`src/rtl/mapper_pkg.sv`:
```
package mapper_pkg;

    localparam int DATA_W        = 8;
    localparam int NUM_BANK_REGS = 8;
    localparam int IDX_W         = $clog2(NUM_BANK_REGS);
    localparam int PRG_OFS_W     = 13;
    localparam int CHR_OFS_W     = 10;

    // Bank register indices with a fixed role in the layouts
    localparam logic [IDX_W-1:0] IDX_PRG_A = 3'd6;
    localparam logic [IDX_W-1:0] IDX_PRG_B = 3'd7;

    typedef logic [DATA_W-1:0] bank_t;

    typedef struct packed {
        logic             chr_inv;
        logic             prg_swap;
        logic [IDX_W-1:0] target;
    } sel_t;

    typedef enum logic [2:0] {
        WR_NONE,
        WR_SELECT,
        WR_BANK,
        WR_MIRROR,
        WR_IGNORED
    } wr_kind_e;

    function automatic sel_t unpack_sel(input bank_t d);
        sel_t s;
        s.chr_inv  = d[7];
        s.prg_swap = d[6];
        s.target   = d[IDX_W-1:0];
        return s;
    endfunction

    function automatic wr_kind_e classify(input logic wr, input logic [15:0] a);
        if (!wr || !a[15])              return WR_NONE;
        unique case (a[14:13])
            2'b00:   return a[0] ? WR_BANK : WR_SELECT;
            2'b01:   return a[0] ? WR_IGNORED : WR_MIRROR;
            default: return WR_IGNORED;
        endcase
    endfunction

endpackage

```
`src/rtl/mapper_regs.sv`:
```
module mapper_regs
    import mapper_pkg::*;
(
    input  logic                              clk,
    input  logic                              rst,
    input  logic [15:0]                       cpu_addr,
    input  bank_t                             cpu_data,
    input  logic                              cpu_wr,
    output sel_t                              sel_q,
    output logic [NUM_BANK_REGS-1:0][DATA_W-1:0] bank_q,
    output logic                              mirror_q
);

    wr_kind_e kind;

    always_comb kind = classify(cpu_wr, cpu_addr);

    always_ff @(posedge clk) begin
        if (rst) begin
            sel_q    <= '0;
            mirror_q <= 1'b0;
        end else begin
            if (kind == WR_SELECT) sel_q    <= unpack_sel(cpu_data);
            if (kind == WR_MIRROR) mirror_q <= cpu_data[0];
        end
    end

    for (genvar i = 0; i < NUM_BANK_REGS; i++) begin : g_bank
        always_ff @(posedge clk) begin
            if (rst)
                bank_q[i] <= '0;
            else if (kind == WR_BANK && sel_q.target == IDX_W'(i))
                bank_q[i] <= cpu_data;
        end
    end

endmodule

```
`src/rtl/mapper_prg_xlat.sv`:
```
module mapper_prg_xlat
    import mapper_pkg::*;
#(
    parameter int PRG_BANK_W = 5
) (
    input  logic [14:0]                     cpu_ofs,
    input  logic                            prg_swap,
    input  bank_t                           bank_a,
    input  bank_t                           bank_b,
    output logic [PRG_BANK_W+PRG_OFS_W-1:0] rom_addr
);

    localparam logic [PRG_BANK_W-1:0] LAST_BANK   = '1;
    localparam logic [PRG_BANK_W-1:0] SECOND_LAST = LAST_BANK - 1'b1;

    logic [PRG_BANK_W-1:0] bank;

    always_comb begin
        unique case (cpu_ofs[14:13])
            2'd0: bank = prg_swap ? SECOND_LAST : bank_a[PRG_BANK_W-1:0];
            2'd1: bank = bank_b[PRG_BANK_W-1:0];
            2'd2: bank = prg_swap ? bank_a[PRG_BANK_W-1:0] : SECOND_LAST;
            default: bank = LAST_BANK;
        endcase
        rom_addr = {bank, cpu_ofs[PRG_OFS_W-1:0]};
    end

endmodule

```
`src/rtl/mapper_chr_xlat.sv`:
```
module mapper_chr_xlat
    import mapper_pkg::*;
#(
    parameter int CHR_BANK_W = 8
) (
    input  logic [12:0]                     ppu_addr,
    input  logic                            chr_inv,
    input  logic [5:0][DATA_W-1:0]          banks,
    output logic [CHR_BANK_W+CHR_OFS_W-1:0] rom_addr
);

    logic                  big_half;
    logic [CHR_BANK_W-1:0] pick;
    logic [CHR_BANK_W-1:0] bank;

    always_comb begin
        big_half = ~(ppu_addr[12] ^ chr_inv);
        if (big_half) begin
            pick = banks[ppu_addr[11]][CHR_BANK_W-1:0];
            bank = {pick[CHR_BANK_W-1:1], ppu_addr[10]};
        end else begin
            pick = banks[3'd2 + {1'b0, ppu_addr[11:10]}][CHR_BANK_W-1:0];
            bank = pick;
        end
        rom_addr = {bank, ppu_addr[CHR_OFS_W-1:0]};
    end

endmodule

```
`src/rtl/bank_mapper.sv`:
```
module bank_mapper
    import mapper_pkg::*;
#(
    parameter int PRG_BANK_W = 5,
    parameter int CHR_BANK_W = 8
) (
    input  logic                            clk,
    input  logic                            rst,
    input  logic [15:0]                     cpu_addr,
    input  logic [7:0]                      cpu_data,
    input  logic                            cpu_wr,
    input  logic [12:0]                     ppu_addr,
    output logic [PRG_BANK_W+12:0]          prg_rom_addr,
    output logic [CHR_BANK_W+9:0]           chr_rom_addr,
    output logic                            mirror_horiz
);

    sel_t                                 sel_q;
    logic [NUM_BANK_REGS-1:0][DATA_W-1:0] bank_q;
    logic [5:0][DATA_W-1:0]               chr_banks;

    mapper_regs u_regs (
        .clk      (clk),
        .rst      (rst),
        .cpu_addr (cpu_addr),
        .cpu_data (cpu_data),
        .cpu_wr   (cpu_wr),
        .sel_q    (sel_q),
        .bank_q   (bank_q),
        .mirror_q (mirror_horiz)
    );

    mapper_prg_xlat #(.PRG_BANK_W(PRG_BANK_W)) u_prg (
        .cpu_ofs  (cpu_addr[14:0]),
        .prg_swap (sel_q.prg_swap),
        .bank_a   (bank_q[IDX_PRG_A]),
        .bank_b   (bank_q[IDX_PRG_B]),
        .rom_addr (prg_rom_addr)
    );

    always_comb chr_banks = bank_q[5:0];

    mapper_chr_xlat #(.CHR_BANK_W(CHR_BANK_W)) u_chr (
        .ppu_addr (ppu_addr),
        .chr_inv  (sel_q.chr_inv),
        .banks    (chr_banks),
        .rom_addr (chr_rom_addr)
    );

endmodule


```
`config.mk`:
```
export PLATFORM = sky130hd
export DESIGN_NAME = bank_mapper
export DESIGN_NICKNAME = d
export VERILOG_FILES = /design/src/rtl/mapper_pkg.sv /design/src/rtl/mapper_regs.sv /design/src/rtl/mapper_prg_xlat.sv /design/src/rtl/mapper_chr_xlat.sv /design/src/rtl/bank_mapper.sv
export SDC_FILE = /design/constraint.sdc
export NUM_CORES = 1
export LEC_CHECK = 0
export ABC_AREA = 0
export BUFFER_PORTS_ARGS = -buffer_cell sky130_fd_sc_hd__buf_2
export CORE_MARGIN = 2
export CORE_UTILIZATION = 35
export DETAILED_ROUTE_END_ITERATION = 8
export HOLD_SLACK_MARGIN = 0.02
export PLACE_DENSITY_LB_ADDON = 0.1
export SYNTH_ARGS = -nofsm -noshare
export SYNTH_HDL_FRONTEND = slang
export SYNTH_SLANG_ARGS = --single-unit
```
`constraint.sdc`:
```
create_clock -name clk -period 2.23 [get_ports clk]
set_input_delay 0.3345 -clock clk [delete_from_list [all_inputs] [get_ports clk]]
set_output_delay 0.3345 -clock clk [all_outputs]
set_load 0.005 [all_outputs]
```
### After elaboration in Yosys (flattened, before gate mapping)

Index checks and enable logic that the tools add are counted.

| operators by class | value |
|---|---|
| mux-type cells | 14 |
| $add $sub $neg | 1 |
| bitwise operators | 1 |
| eq/ne operators | 12 |
| $lt $le $gt $ge | 2 |
| reduce and logical (&&, ||, !) cells | 13 |

Operators by type and width:

| cell | count |
|---|---|
| 8-bit 2-to-1 mux | 4 |
| 8-bit binary-select mux with 3-bit select | 1 |
| 5-bit one-hot mux with 3 select lines | 1 |
| 3-bit by 2-bit equality test with 1-bit output (second input constant) | 4 |
| 3-bit equality test (second input constant) | 4 |
| 5-bit 2-to-1 mux | 2 |
| 3-bit 2-to-1 mux | 3 |
| 1-bit logical AND | 8 |
| 3-bit by 1-bit equality test with 1-bit output (second input constant) | 2 |
| 3-bit one-hot mux with 2 select lines | 1 |
| 1-bit by 4-bit < comparator with 1-bit output (second input constant) | 1 |
| 3-bit by 4-bit < comparator with 1-bit output (second input constant) | 1 |
| 2-bit by 2-bit adder with 3-bit output (first input constant) | 1 |
| 3-bit logical NOT | 1 |
| 2-bit by 1-bit equality test with 1-bit output (second input constant) | 1 |
| 2-bit equality test (second input constant) | 1 |
| 1-bit logical NOT | 2 |
| 2-bit logical NOT | 1 |
| 2-bit 2-to-1 mux | 1 |
| 1-bit logical OR | 1 |
| 1-bit 2-to-1 mux | 1 |
| 1-bit XOR | 1 |

| word-level totals | value |
|---|---|
| flip-flop bits (word level) | 64 |
| logic and storage cells | 55 |
| input bits | 40 |

### Depth between registers and ports, before layout

| depth | value |
|---|---|
| word-level depth | 6 |
| mapped depth | 6 |
| mapped depth without buffers | 3 |

### By module

From an unflattened synthesis, not the netlist that was laid out.

| unflattened totals | value |
|---|---|
| cells, all modules | 340 |
| area, all modules | 3595.9 µm² |

Modules (own cells, without submodules):

| module | instances | area each (µm²) | cells each | sequential area each (µm²) |
|---|---|---|---|---|
| mapper_regs | 1 | 2866.5 | 258 | 1401.3 |
| mapper_chr_xlat | 1 | 446.7 | 47 | 0.0 |
| mapper_prg_xlat | 1 | 282.8 | 35 | 0.0 |

### Least setup slack after synthesis

No wires, ideal clock.

| path | value |
|---|---|
| path kind | input-to-output |
| start point | input port ppu_addr[11] |
| end point | output port chr_rom_addr[11] |
| required time | 1.896 ns |
| arrival time | 1.330 ns |
| stages on the path | 5 |
| buffers on the path | 2 |
| path slack | 0.566 ns |
| path through | clkbuf_1 > buf_2 > mux4_2 > nand2_1 > o21ai_0 |

| on the way | value |
|---|---|
| word-level cells in the longest chain between the ends | 4 |
| elaborated cells between the ends (all ways) | 6 |

RTL lines:

| item | line | RTL |
|---|---|---|
| start, declared | bank_mapper.sv:12 | `input logic [12:0] ppu_addr,` |
| 2-bit by 2-bit adder with 3-bit output | mapper_chr_xlat.sv:22 | `pick = banks[3'd2 + {1'b0, ppu_addr[11:10]}][CHR_BANK_W-1:0];` |
| 8-bit binary-select mux with 3-bit select | mapper_chr_xlat.sv:22 |  |
| 8-bit 2-to-1 mux (not written as such) | mapper_chr_xlat.sv:22 |  |
| 8-bit 2-to-1 mux (*) | mapper_chr_xlat.sv:18 | `if (big_half) begin` |
| end, declared | bank_mapper.sv:14 | `output logic [CHR_BANK_W+9:0] chr_rom_addr,` |

Every way passes the cells marked *; elsewhere a longest branch is shown, timed or not. The select of a mux whose other input is x is not followed.

### Worst setup path after layout

| path | value |
|---|---|
| start point | register, netlist name u_regs.sel_q[3] |
| end point | output port prg_rom_addr[14] |

| on the way | value |
|---|---|
| word-level cells in the longest chain between the ends | 2 |
| elaborated cells between the ends (all ways) | 3 |

RTL lines:

| item | line | RTL |
|---|---|---|
| 5-bit 2-to-1 mux, on equally long branches | mapper_prg_xlat.sv:22, mapper_prg_xlat.sv:20 |  |
| 5-bit one-hot mux with 3 select lines (*) | mapper_prg_xlat.sv:19 | `unique case (cpu_ofs[14:13])` |
| end, declared | bank_mapper.sv:13 | `output logic [PRG_BANK_W+12:0] prg_rom_addr,` |

Every way passes the cells marked *; elsewhere a longest branch is shown, timed or not.

==> flow_summary.yaml <==
synthesis:
  ys_seq_area_share_pct: 39.60
  yosysTopAreaCell: "dfxtp_1"
  synthArstFlopShare_pct: 0
  synth.area.top_cells: "dfxtp_1 40%, mux2i_1 18%, nand2b_1 11%"
  synth-seq-cells: 62
  syn_inst: 319
  ys_types: 34
  syn_nets: 359
  synth_top_area_share_pct: 39.60
  syn_avg_cell_area_um2: 9.825
  synth_commonest_cells: "62 x dfxtp_1, 57 x nand2b_1, 56 x mux2i_1, 23 x buf_4, 23 x o21ai_0"
  ys.flop_type: "dfxtp_1"
  synth_most_common_cell: "dfxtp_1"
  netlist_area_um2: 3134
  synth_warnings: 0
  synth_edf_count: 0
sta:
  fin_crit_sh_pct: 82.75
  max_slew_margin_pct: 55.96
  setup_slack_ns: 0.3848
  setup_viol: 0
  setup_tns_ns: 0
  max_freq_mhz: 541.9
  layout_min_cycle_time_ns: 1.845
  skew_ns: 0.007244
  slew_viol_final: 0
  tightest_slew_ns: 0.6591
  hold_violations: 0
  rsz0062_at_grt: "no"
worst_setup_path:
  rrSetupSlack_ns: 0.67
  reg2reg_from: "u_regs.sel_q[2]"
  end_kind: "primary output"
  required_ns: 1.90
  critPathTopFamily: "compound AO/OA/AOI/OAI gates"
  worstPathMaxFanout: 4
  worst-path-buf-inv: 1
  rr_worst_depth: 3
  crit_slowest_cell: "dfxtp_1"
  path_cells: "and2_1 -> o21bai_1 -> o22a_1 -> buf_2"
  arrival_ns: 1.51
  critPathKind: "flip-flop to primary output"
  cp-start-kind: "flip-flop"
  slowest_delay_ns: 0.35
  reg2reg_to: "u_regs.bank_q[26]"
clock_tree:
  tritoncts: "done"
  insertion_delay_ns: 0.34
  clock_path_buffers: 2
  postCtsSetupBuffers: 0
  cts_num_sinks: 62
  hold_buffers: 0
  clockRootBuffer: "clkbuf_8"
  ctsHtreeMaxLevel: 3
  cts_buffers: 9
  clkTransAtPathRegs_ns: 0.07
  cts_resized: 0
floorplanning:
  fp-row-count: 34
  fp.dieArea_um2: 9728
  start_util_pct: 35.94
  coreArea_um2: 8721
  die_h_um: 98.63
  ioPinCount: 77
  die_w_um: 98.63
grt:
  grt_pass1_wl_um: 12120
  grtUsageTotal_pct: 16.08
  antenna_found_initial: 0
  gr-total-overflow: 0
  grt_max_degree: 32
  grt_pass1_vias: 2235
drt:
  via_per_inst: 4.989
  first_iter_violations: 65
  vias: 2185
  drcViolationCount: 0
  totalWireLength_um: 7354
  wl_met2_um: 3451
  ant_nets: 0
  drtPass1Iterations: 4
  wl_met1_um: 3567
  wl_per_cell_um: 16.79
  dr_wl_met3_um: 218
  top_layer_used: "met4"
worst_hold_path:
  hp-class: "input port to flip-flop"
  hp-start: "cpu_data[1]"
  hold_path_depth: 3
  holdPathEnd: "u_regs.sel_q[1]"
pwr:
  power.net_switching_mw: 0.5312
  p_per_area_nw_per_um2: 679.2
  pwr-share-seq_pct: 47.8
  swShare_pct: 22.85
  ir_worst_vdd_uv: 266.0
  p_clk_share_pct: 45.5
  power.share.combinational_pct: 6.7
  p_int_mw: 1.793
  p_leak_nw: 1.534
placement:
  io_buffers: 32
  dp_worst_setup_slack_ns: 0.4021
  dpl_cell_area_um2: 3219
  gp_congestion: 0.7295
  place_hpwl_um: 4997
status:
  status: "complete, no violations"
final_layout:
  diodes: 0
  drive_gt1_share_pct: 20.61
  nNetsFinal: 366
  fin_area_um2: 3422
  area_growth_pct: 9.182
flow_run:
  maxCapViolations: 0
[logic make-up (layout without fill, tap and decap cells)]
group	after synthesis	count (layout)	synth area share [%]
flip-flops	62	62	39.60
buffers and inverters	46	57	9.102
XOR/XNOR	1	1	0.2795
AO/OA/AOI/OAI	44	44	7.625
AND/OR/NAND/NOR	102	102	20.12
multiplexers	64	64	23.27
[area by class of cell]
| cell class | instances | area [um^2] |
|---|---|---|
| clock buffer | 10 | 127.6 |
| timing repair buffer | 42 | 235.2 |
| fill | 885 | 5299 |
| sequential | 62 | 1241 |
| multi-input combinational | 211 | 1608 |
| tap | 108 | 135.1 |
| clock inverter | 5 | 75.07 |
[worst max path at each step]
stage	start	to	slack (ns)	cells after the start
4_1_cts	u_regs.sel_q[3]	prg_rom_addr[15]	0.37	4
5_1_grt	u_regs.sel_q[3]	prg_rom_addr[15]	0.27	4
3_3_place_gp	ppu_addr[10]	chr_rom_addr[11]	0.42	5
3_5_place_dp	ppu_addr[10]	chr_rom_addr[11]	0.40	5
6_report	u_regs.sel_q[3]	prg_rom_addr[14]	0.38	4
2_1_floorplan	ppu_addr[11]	chr_rom_addr[11]	0.57	5
[routing by layer]
layer  global-route usage [%]  up-vias
li1                         -     1086
met1                    21.03     1063
met2                    26.32       26
met3                    3.546       10
met4                    5.585        0
met5                        0        -
[layout by cell type (no fill, tap or decap), types with 3 or more instances in the layout]
master    count
dfxtp_1      62
buf_2        32
clkbuf_8      9
o21ai_0      23
nand3_1       5
nand2b_1     57
mux2i_1      56
mux4_2        7
clkinv_2      3
o21ai_1       8
a21oi_1       7
o22a_1        4
buf_4        10
nor2_1        3
nor2b_1       8
nand2_1      12
[flip-flops by register name, summed over array words and instances, names as in the netlist]
signal,count
u_regs.mirror_q,1
u_regs.bank_q,56
u_regs.sel_q,5
[through the flow]
step	power [mW]	utilization [%]	cells	hold slack (ns)
2_1_floorplan	1.268	-	319	0.4478
3_3_place_gp	1.296	36.92	423	0.4582
3_5_place_dp	1.295	36.92	423	0.4650
4_1_cts	2.360	39.24	438	0.2479
5_1_grt	2.417	39.24	438	0.2723
6_report	2.324	39.24	438	0.2654
[power by group through the flow]
stage | combinational (mW) | sequential [mW] | clock [mW]
after CTS | 0.158 | 1.11 | 1.09
after global placement | 0.159 | 1.14 | 0
after floorplan | 0.132 | 1.14 | 0
final | 0.155 | 1.11 | 1.06
after detailed placement | 0.158 | 1.14 | 0
after global routing | 0.169 | 1.11 | 1.14
[worst min-delay path: cells and delay by family]
kind | cells | cell delay (ns)
compound gates | 1 | 0.05
buf+inv | 1 | 0.11
simple gates | 1 | 0.06
(Power assumes the default switching activity.)
